<file path="config.mk">
export PLATFORM = sky130hd
export DESIGN_NAME = cascade_irq_resolver
export DESIGN_NICKNAME = d
export VERILOG_FILES = /design/src/rtl/cascade_irq_resolver.sv
export SDC_FILE = /design/constraint.sdc
export NUM_CORES = 1
export LEC_CHECK = 0
export BUFFER_PORTS_ARGS = -buffer_cell sky130_fd_sc_hd__buf_2
export CORE_UTILIZATION = 50
export CTS_CLUSTER_DIAMETER = 50
export CTS_CLUSTER_SIZE = 14
export DETAILED_ROUTE_END_ITERATION = 10
export PLACE_DENSITY_LB_ADDON = 0.1
export SETUP_SLACK_MARGIN = 0.02
export SLEW_MARGIN = 5
export SYNTH_ARGS = -nofsm -noshare
export SYNTH_HDL_FRONTEND = slang
export SYNTH_SLANG_ARGS = --single-unit
</file>
<file path="constraint.sdc">
create_clock -name clk -period 10 [get_ports clk]
set_input_delay 1 -clock clk [delete_from_list [all_inputs] [get_ports clk]]
set_output_delay 1 -clock clk [all_outputs]
set_load 0.02 [all_outputs]
</file>
<file path="src/rtl/cascade_irq_resolver.sv">
module cascade_irq_resolver #(
  parameter int              LINE_W        = 5,
  parameter int              CFG_AW        = 12,
  parameter logic [11:0]     MST_TRIG_ADDR = 12'h4D0,
  parameter logic [11:0]     SLV_TRIG_ADDR = 12'h4D1,
  parameter logic [7:0]      MST_TRIG_KEEP = 8'hF8,
  parameter logic [7:0]      SLV_TRIG_KEEP = 8'hDE,
  parameter int              CASCADE_PIN   = 2,
  parameter int              REDIRECT_LINE = 9
) (
  input  logic              clk,
  input  logic              rst_n,
  input  logic              ev_valid,
  input  logic              ev_raise,
  input  logic [LINE_W-1:0] ev_line,
  input  logic              ack,
  input  logic              cfg_wr,
  input  logic [CFG_AW-1:0] cfg_addr,
  input  logic [7:0]        cfg_wdata,
  input  logic [7:0]        mst_base,
  input  logic [7:0]        slv_base,
  input  logic [7:0]        mst_mask,
  input  logic [7:0]        slv_mask,
  input  logic [7:0]        cascade_map,
  output logic              pending,
  output logic              vec_valid,
  output logic [7:0]        vector,
  output logic [3:0]        win_line,
  output logic [7:0]        mst_req,
  output logic [7:0]        slv_req,
  output logic [7:0]        mst_isr,
  output logic [7:0]        slv_isr,
  output logic [7:0]        mst_trig,
  output logic [7:0]        slv_trig
);
  localparam int CHIP_N = 8;
  localparam int LINES  = 2 * CHIP_N;

  logic [7:0]        m_el, s_el;
  logic              s_open, found;
  logic [3:0]        win;
  logic [LINE_W-1:0] ev_tgt;
  logic [7:0]        mr_n, sr_n, mi_n, si_n;

  assign m_el    = mst_req & ~mst_mask & ~cascade_map;
  assign s_el    = slv_req & ~slv_mask;
  assign s_open  = ~mst_mask[CASCADE_PIN];
  assign pending = (|m_el) | (s_open & (|s_el));

  always_comb begin
    found = 1'b0;
    win   = '0;
    for (int i = 0; i < CASCADE_PIN; i++)
      if (!found && m_el[i]) begin found = 1'b1; win = 4'(i); end
    for (int i = 0; i < CHIP_N; i++)
      if (!found && s_open && s_el[i]) begin found = 1'b1; win = 4'(CHIP_N + i); end
    for (int i = CASCADE_PIN + 1; i < CHIP_N; i++)
      if (!found && m_el[i]) begin found = 1'b1; win = 4'(i); end
  end

  assign vec_valid = found;
  assign win_line  = found ? win : 4'd0;
  assign vector    = !found ? 8'd0 :
                     win[3] ? slv_base + {5'd0, win[2:0]} : mst_base + {5'd0, win[2:0]};

  assign ev_tgt = (ev_line == LINE_W'(CASCADE_PIN)) ? LINE_W'(REDIRECT_LINE) : ev_line;

  always_comb begin
    mr_n = mst_req;
    sr_n = slv_req;
    mi_n = mst_isr;
    si_n = slv_isr;
    if (ack && found) begin
      if (!win[3]) begin
        mi_n[win[2:0]] = 1'b1;
        if (!mst_trig[win[2:0]]) mr_n[win[2:0]] = 1'b0;
      end else begin
        si_n[win[2:0]]    = 1'b1;
        mi_n[CASCADE_PIN] = 1'b1;
        if (!slv_trig[win[2:0]])   sr_n[win[2:0]]    = 1'b0;
        if (!mst_trig[CASCADE_PIN]) mr_n[CASCADE_PIN] = 1'b0;
      end
    end
    if (ev_valid && (ev_tgt < LINE_W'(LINES))) begin
      if (!ev_tgt[3]) begin
        mr_n[ev_tgt[2:0]] = ev_raise;
      end else begin
        sr_n[ev_tgt[2:0]] = ev_raise;
        if (ev_raise)                     mr_n[CASCADE_PIN] = 1'b1;
        else if ((sr_n & ~slv_mask) == '0) mr_n[CASCADE_PIN] = 1'b0;
      end
    end
  end

  always_ff @(posedge clk) begin
    if (!rst_n) begin
      mst_req  <= '0;
      slv_req  <= '0;
      mst_isr  <= '0;
      slv_isr  <= '0;
      mst_trig <= '0;
      slv_trig <= '0;
    end else begin
      mst_req <= mr_n;
      slv_req <= sr_n;
      mst_isr <= mi_n;
      slv_isr <= si_n;
      if (cfg_wr && cfg_addr == MST_TRIG_ADDR) mst_trig <= cfg_wdata & MST_TRIG_KEEP;
      if (cfg_wr && cfg_addr == SLV_TRIG_ADDR) slv_trig <= cfg_wdata & SLV_TRIG_KEEP;
    end
  end


  ack_idle_chk: assert property (@(posedge clk) disable iff (!rst_n)
    ack && !vec_valid && !ev_valid |=> $stable(mst_req) && $stable(slv_req)
                                     && $stable(mst_isr) && $stable(slv_isr));


  slv_raise_chk: assert property (@(posedge clk) disable iff (!rst_n)
    ev_valid && ev_raise && (ev_line[LINE_W-1:4] == '0)
      && (ev_line[3] || ev_line == LINE_W'(CASCADE_PIN)) |=> mst_req[CASCADE_PIN]);


  idle_vec_chk: assert property (@(posedge clk) disable iff (!rst_n)
    !vec_valid |-> vector == 8'd0 && win_line == 4'd0);


  mst_ack_chk: assert property (@(posedge clk) disable iff (!rst_n)
    ack && vec_valid && !win_line[3] |=> mst_isr[$past(win_line[2:0])]);


  slv_ack_chk: assert property (@(posedge clk) disable iff (!rst_n)
    ack && vec_valid && win_line[3] |=> mst_isr[CASCADE_PIN] && slv_isr[$past(win_line[2:0])]);
endmodule

</file>
==> tab_implementation.tex <==
\begin{tabular}{lr}
\hline
Metric & Value \\
\hline
\multicolumn{2}{l}{\textbf{Yosys}} \\
\quad Avg Synthesized Cell Area & 8.335 sq um \\
\quad Dominant register cell in the synthesized netlist & sky130\_fd\_sc\_hd\_\_dfxtp\_1 \\
\quad Basic-gate share of the synthesized area counting and, or, nand and nor cells & about 33\% \\
\quad Portion of netlist area occupied by mux cells & 7.486\% \\
\quad Flip-flop and latch count after synthesis & 43 \\
\quad Number of synthesized flops with an enable pin & 0 \\
\quad Commonest cells in the synthesized netlist & 43 x sky130\_fd\_sc\_hd\_\_dfxtp\_1, 39 x sky130\_fd\_sc\_hd\_\_nand2\_1, 32 x sky130\_fd\_sc\_hd\_\_nor2\_1, 24 x sky130\_fd\_sc\_hd\_\_nor2b\_1, 22 x sky130\_fd\_sc\_hd\_\_a21oi\_1 \\
\quad Adder-cell share of the synthesized area & 1.871\% \\
\quad Count of distinct cell types in the synthesized netlist & 83 \\
\quad Mapped Area & 3075 sq um \\
\quad Compound-gate portion of the synthesized area & approximately 23\% \\
\quad Proportion of netlist area held by the largest area contributor & 27.99\% \\
\quad Synthesis Warnings & 0 \\
\quad Cell with the most instances after synthesis & sky130\_fd\_sc\_hd\_\_dfxtp\_1 \\
\quad Largest area contributor in the netlist & sky130\_fd\_sc\_hd\_\_dfxtp\_1 \\
\quad Share of synthesized registers carrying an async set or reset & 0\% \\
\quad Syn Inst Count & 369 \\
\quad Largest family of logic cells by synthesized area & simple AND/OR/NAND/NOR gates \\
\quad Synth area leaders & sky130\_fd\_sc\_hd\_\_dfxtp\_1 28\%, sky130\_fd\_sc\_hd\_\_mux2i\_1 5.5\%, sky130\_fd\_sc\_hd\_\_nor2b\_1 4.9\%, sky130\_fd\_sc\_hd\_\_nand2\_1 4.8\%, sky130\_fd\_sc\_hd\_\_nor2\_1 3.9\% \\
\quad Sequential area share after synthesis & between 20 and 30\% \\
\quad Xor/xnor share of the synthesized area & between 1.5 and 2\% \\
\multicolumn{2}{l}{\textbf{Critical path}} \\
\quad Critical Setup Path Class & in -> out \\
\quad Slowest cell on crit path & sky130\_fd\_sc\_hd\_\_o41ai\_4 \\
\quad Critical path fanouts, max & 17 \\
\quad Setup crit end kind & primary output \\
\quad Number of buffers and inverters on the critical path & 2 \\
\quad Critical path, cell by cell & buf\_2 > nand2b\_1 > nand3\_1 > a21oi\_1 > o41ai\_4 > mux2\_2 > ha\_1 > a21o\_1 > a21oi\_1 > o21bai\_1 > nor2\_1 > xor2\_1 > nor2\_1 > buf\_2 \\
\quad Worst R2R Setup Slack & 6.88 ns \\
\quad Worst EP arrival & roughly 4.4 ns \\
\quad Critical R2R Launch & slv\_req[7]\$\_SDFF\_PN0\_ \\
\quad Cell family with the largest share of critical-path delay & compound AO/OA/AOI/OAI gates \\
\quad Delay of the slowest cell on the worst path & 0.94 ns \\
\quad Worst setup path startpoint & slv\_mask[7] \\
\quad Number of cells on the worst reg-to-reg path & 9 \\
\quad Sort of element at the start of the critical path & input port \\
\quad Reg2reg end & mst\_req[2]\$\_SDFF\_PN0\_ \\
\quad Data required, critical path & 9.00 ns \\
\multicolumn{2}{l}{\textbf{Place}} \\
\quad Port bufs & 126 \\
\quad Post-detail-place hpwl & roughly 6700 um \\
\quad Total placed instance area & 3719 sq um \\
\quad Pre-CTS setup slack & 4.669 ns \\
\quad Weighted congestion at the end of routability-driven global placement & around 0.94 \\
\quad Cell count after placement & 557 \\
\multicolumn{2}{l}{\textbf{Timing}} \\
\quad Peak Freq & 186.8 MHz \\
\quad Number of max-slew violations in the final report & 0 \\
\quad Relative slew slack & between 30\% and 40\% \\
\quad Tcrit/Tclk final & 53.52\% \\
\quad Setup repair after global routing missed its margin & no \\
\quad Final critical delay including setup and external delays & 5.352 ns \\
\quad \# setup viols final & 0 \\
\quad Worst-margin pin slew & between 0.9 and 1 ns \\
\quad Worst-case hold slack & 0.4579 ns \\
\quad Layout Skew & roughly 0.0079 ns \\
\quad Final hold violation count & 0 \\
\quad Worst setup margin & 4.648 ns \\
\quad Fin Setup TNS & 0 ns \\
\multicolumn{2}{l}{\textbf{Global route}} \\
\quad GR Overflow Total & 0 \\
\quad GR Util All Layers & between 20\% and 30\% \\
\quad Via count of the first global-routing pass & 2812 \\
\quad Antenna violations before repair & 0 \\
\quad Global-route wire length before repair & roughly 13000 um \\
\quad Pin count of the biggest net entering global routing & 47 \\
\multicolumn{2}{l}{\textbf{Hold path}} \\
\quad Worst hold path cell count & 2 \\
\quad Worst min-delay path class & reg -> reg \\
\quad Hold EP & slv\_isr[5]\$\_SDFFE\_PN0P\_ \\
\quad Hold Startpoint & slv\_isr[5]\$\_SDFFE\_PN0P\_ \\
\multicolumn{2}{l}{\textbf{CTS}} \\
\quad Master cell of the clock root buffer & sky130\_fd\_sc\_hd\_\_clkbuf\_8 \\
\quad CTS H-tree depth & 2 \\
\quad TritonCTS clock tree & yes \\
\quad Clock-pin slew of the registers on the worst-case setup and hold paths & approximately 0.08 ns \\
\quad Bufs on Longest Clock Path & 2 \\
\quad Clock latency on the worst-skew pair & roughly 0.30 ns \\
\quad Num Clock Sinks & 43 \\
\quad Post-cts sizing count & 0 \\
\quad CTS hold repair buffers & 0 \\
\quad Post-CTS Setup Repair Bufs & 0 \\
\quad Cts bufs inserted & 5 \\
\multicolumn{2}{l}{\textbf{Cells and area}} \\
\quad Fin nets & 564 \\
\quad Share of cells above drive strength 1 & between 30\% and 40\% \\
\quad Sequential cell area & 860.8 sq um \\
\quad P\&R area growth vs syn & 24.57\% \\
\quad Fillers & 559 \\
\quad Layout Cells excl Fill & 565 \\
\quad Area of combinational cells with multiple inputs & 2079 sq um \\
\quad Antenna diode count & 0 \\
\quad Post-Layout Inst Area & 3831 sq um \\
\multicolumn{2}{l}{\textbf{Drt}} \\
\quad Number of vias in the routed layout & 3248 \\
\quad Final routed DRC violation total & 0 \\
\quad Number of iterations in the first detailed-routing pass & 5 \\
\quad Avg WL per Cell & about 15 um \\
\quad Via density & about 5.7 \\
\quad Detail Route Antenna Nets & 0 \\
\quad Initial DRC Count & around 280 \\
\quad Final wirelength & approximately 8600 um \\
\multicolumn{2}{l}{\textbf{Job}} \\
\quad Max-Cap Viols & 0 \\
\multicolumn{2}{l}{\textbf{Status}} \\
\quad Outcome & completed \\
\multicolumn{2}{l}{\textbf{Power}} \\
\quad Power per unit of standard cell area & 93.88 nW/um\^{}2 \\
\quad Leakage power of the design & 1.765 nW \\
\quad Worst voltage drop across the vdd grid & roughly 0.11 mV \\
\multicolumn{2}{l}{\textbf{Floorplan}} \\
\quad Horizontal extent of the die & 80.43 um \\
\quad Top-level I/O count & roughly 130 \\
\quad Number of rows created at floorplan & 28 \\
\quad Core Region & 5921 sq um \\
\quad Initial Utilization & a little over 50\% \\
\quad Vertical die dimension & approximately 80 um \\
\quad Area of the die & 6468 sq um \\
\hline
\end{tabular}
-- per-layer routing --
| metal | vias up | wire length, um | global-route usage (%) |
|---|---|---|---|
| met3 | 12 | 484 | 2.159 |
| li1 | 1565 | - | - |
| met1 | 1515 | 3848 | 34.55 |
| met4 | 0 | 121 | 8.750 |
| met5 | - | 0 | 0 |
| met2 | 156 | 4175 | 45.93 |
-- cell usage in the layout, fill, tap and decap left out, types with 3 or more instances in the layout --
cell type	n
sky130_fd_sc_hd__a21boi_1	5
sky130_fd_sc_hd__dfxtp_1	43
sky130_fd_sc_hd__nor3_1	7
sky130_fd_sc_hd__a21boi_0	4
sky130_fd_sc_hd__nor2_1	32
sky130_fd_sc_hd__nor2b_1	24
sky130_fd_sc_hd__a31oi_1	4
sky130_fd_sc_hd__nand3_1	9
sky130_fd_sc_hd__nand2b_1	12
sky130_fd_sc_hd__o311ai_1	3
sky130_fd_sc_hd__conb_1	5
sky130_fd_sc_hd__mux2_2	3
sky130_fd_sc_hd__nand4_1	3
sky130_fd_sc_hd__o21ai_0	6
sky130_fd_sc_hd__ha_1	3
sky130_fd_sc_hd__or3b_1	3
sky130_fd_sc_hd__and3_1	4
sky130_fd_sc_hd__xnor2_1	4
sky130_fd_sc_hd__nand2_1	39
sky130_fd_sc_hd__clkbuf_8	5
sky130_fd_sc_hd__o31ai_1	5
sky130_fd_sc_hd__buf_2	126
sky130_fd_sc_hd__and2_1	7
sky130_fd_sc_hd__mux2i_1	17
sky130_fd_sc_hd__a21o_1	3
sky130_fd_sc_hd__a21oi_1	22
sky130_fd_sc_hd__o211ai_1	3
sky130_fd_sc_hd__o21a_1	9
sky130_fd_sc_hd__o21ai_2	4
sky130_fd_sc_hd__inv_1	7
-- cells by family after synthesis --
family                   Yosys count
other                              1
AO/OA/AOI/OAI                     91
buffers and inverters             27
multiplexers                      22
XOR/XNOR                           6
AND/OR/NAND/NOR                  175
flip-flops                        43
adder cells (fa/ha/maj)            4
-- area by class of cell --
cell class                      count  share of cell area (%)
Multi-Input combinational cell    303                   54.28
Sequential cell                    43                   22.47
Timing Repair Buffer              127                   16.66
Tap cell                           75                   2.449
Clock buffer                        5                   1.796
Inverter                            9                   1.208
Clock inverter                      3                   1.143
-- worst register-to-register path, stage by stage, from the launching register on --
cell and delay, ns:
sky130_fd_sc_hd__dfxtp_1 0.37, sky130_fd_sc_hd__nand2b_1 0.19, sky130_fd_sc_hd__nand3_1 0.16, sky130_fd_sc_hd__a21oi_1 0.14
sky130_fd_sc_hd__o41ai_4 0.94, sky130_fd_sc_hd__nand3_2 0.32, sky130_fd_sc_hd__a221oi_1 0.33, sky130_fd_sc_hd__o21ai_2 0.16
sky130_fd_sc_hd__o31ai_1 0.23, sky130_fd_sc_hd__a41oi_1 0.14
-- per-stage QoR --
step	utilization [%]	total power, W
2_1_floorplan	-	0.0002060
4_1_cts	64.71	0.0003604
3_5_place_dp	62.81	0.0002261
3_3_place_gp	62.81	0.0002252
5_1_grt	64.71	0.0003723
6_report	64.71	0.0003597
-- flip-flops by register name, summed over array words and instances, names as in the netlist --
| name | cells |
|---|---|
| slv_req | 8 |
| mst_req | 8 |
| slv_isr | 8 |
| mst_trig | 5 |
| slv_trig | 6 |
| mst_isr | 8 |
-- worst max path at each step --
stage | end | slack [ns] | cells after the start
6_report | vector[7] | 4.65 | 14
4_1_cts | vector[7] | 4.65 | 14
3_3_place_gp | vector[7] | 4.69 | 14
2_1_floorplan | vector[7] | 5.02 | 13
3_5_place_dp | vector[7] | 4.67 | 14
5_1_grt | vector[7] | 4.36 | 14
-- report_power, final --
| part | internal [W] | switching [W] |
|---|---|---|
| sequential | 0.000172 | 0.000000679 |
| combinational | 0.0000222 | 0.0000278 |
| clock | 0.0000744 | 0.0000628 |
(Power assumes the default switching activity.)
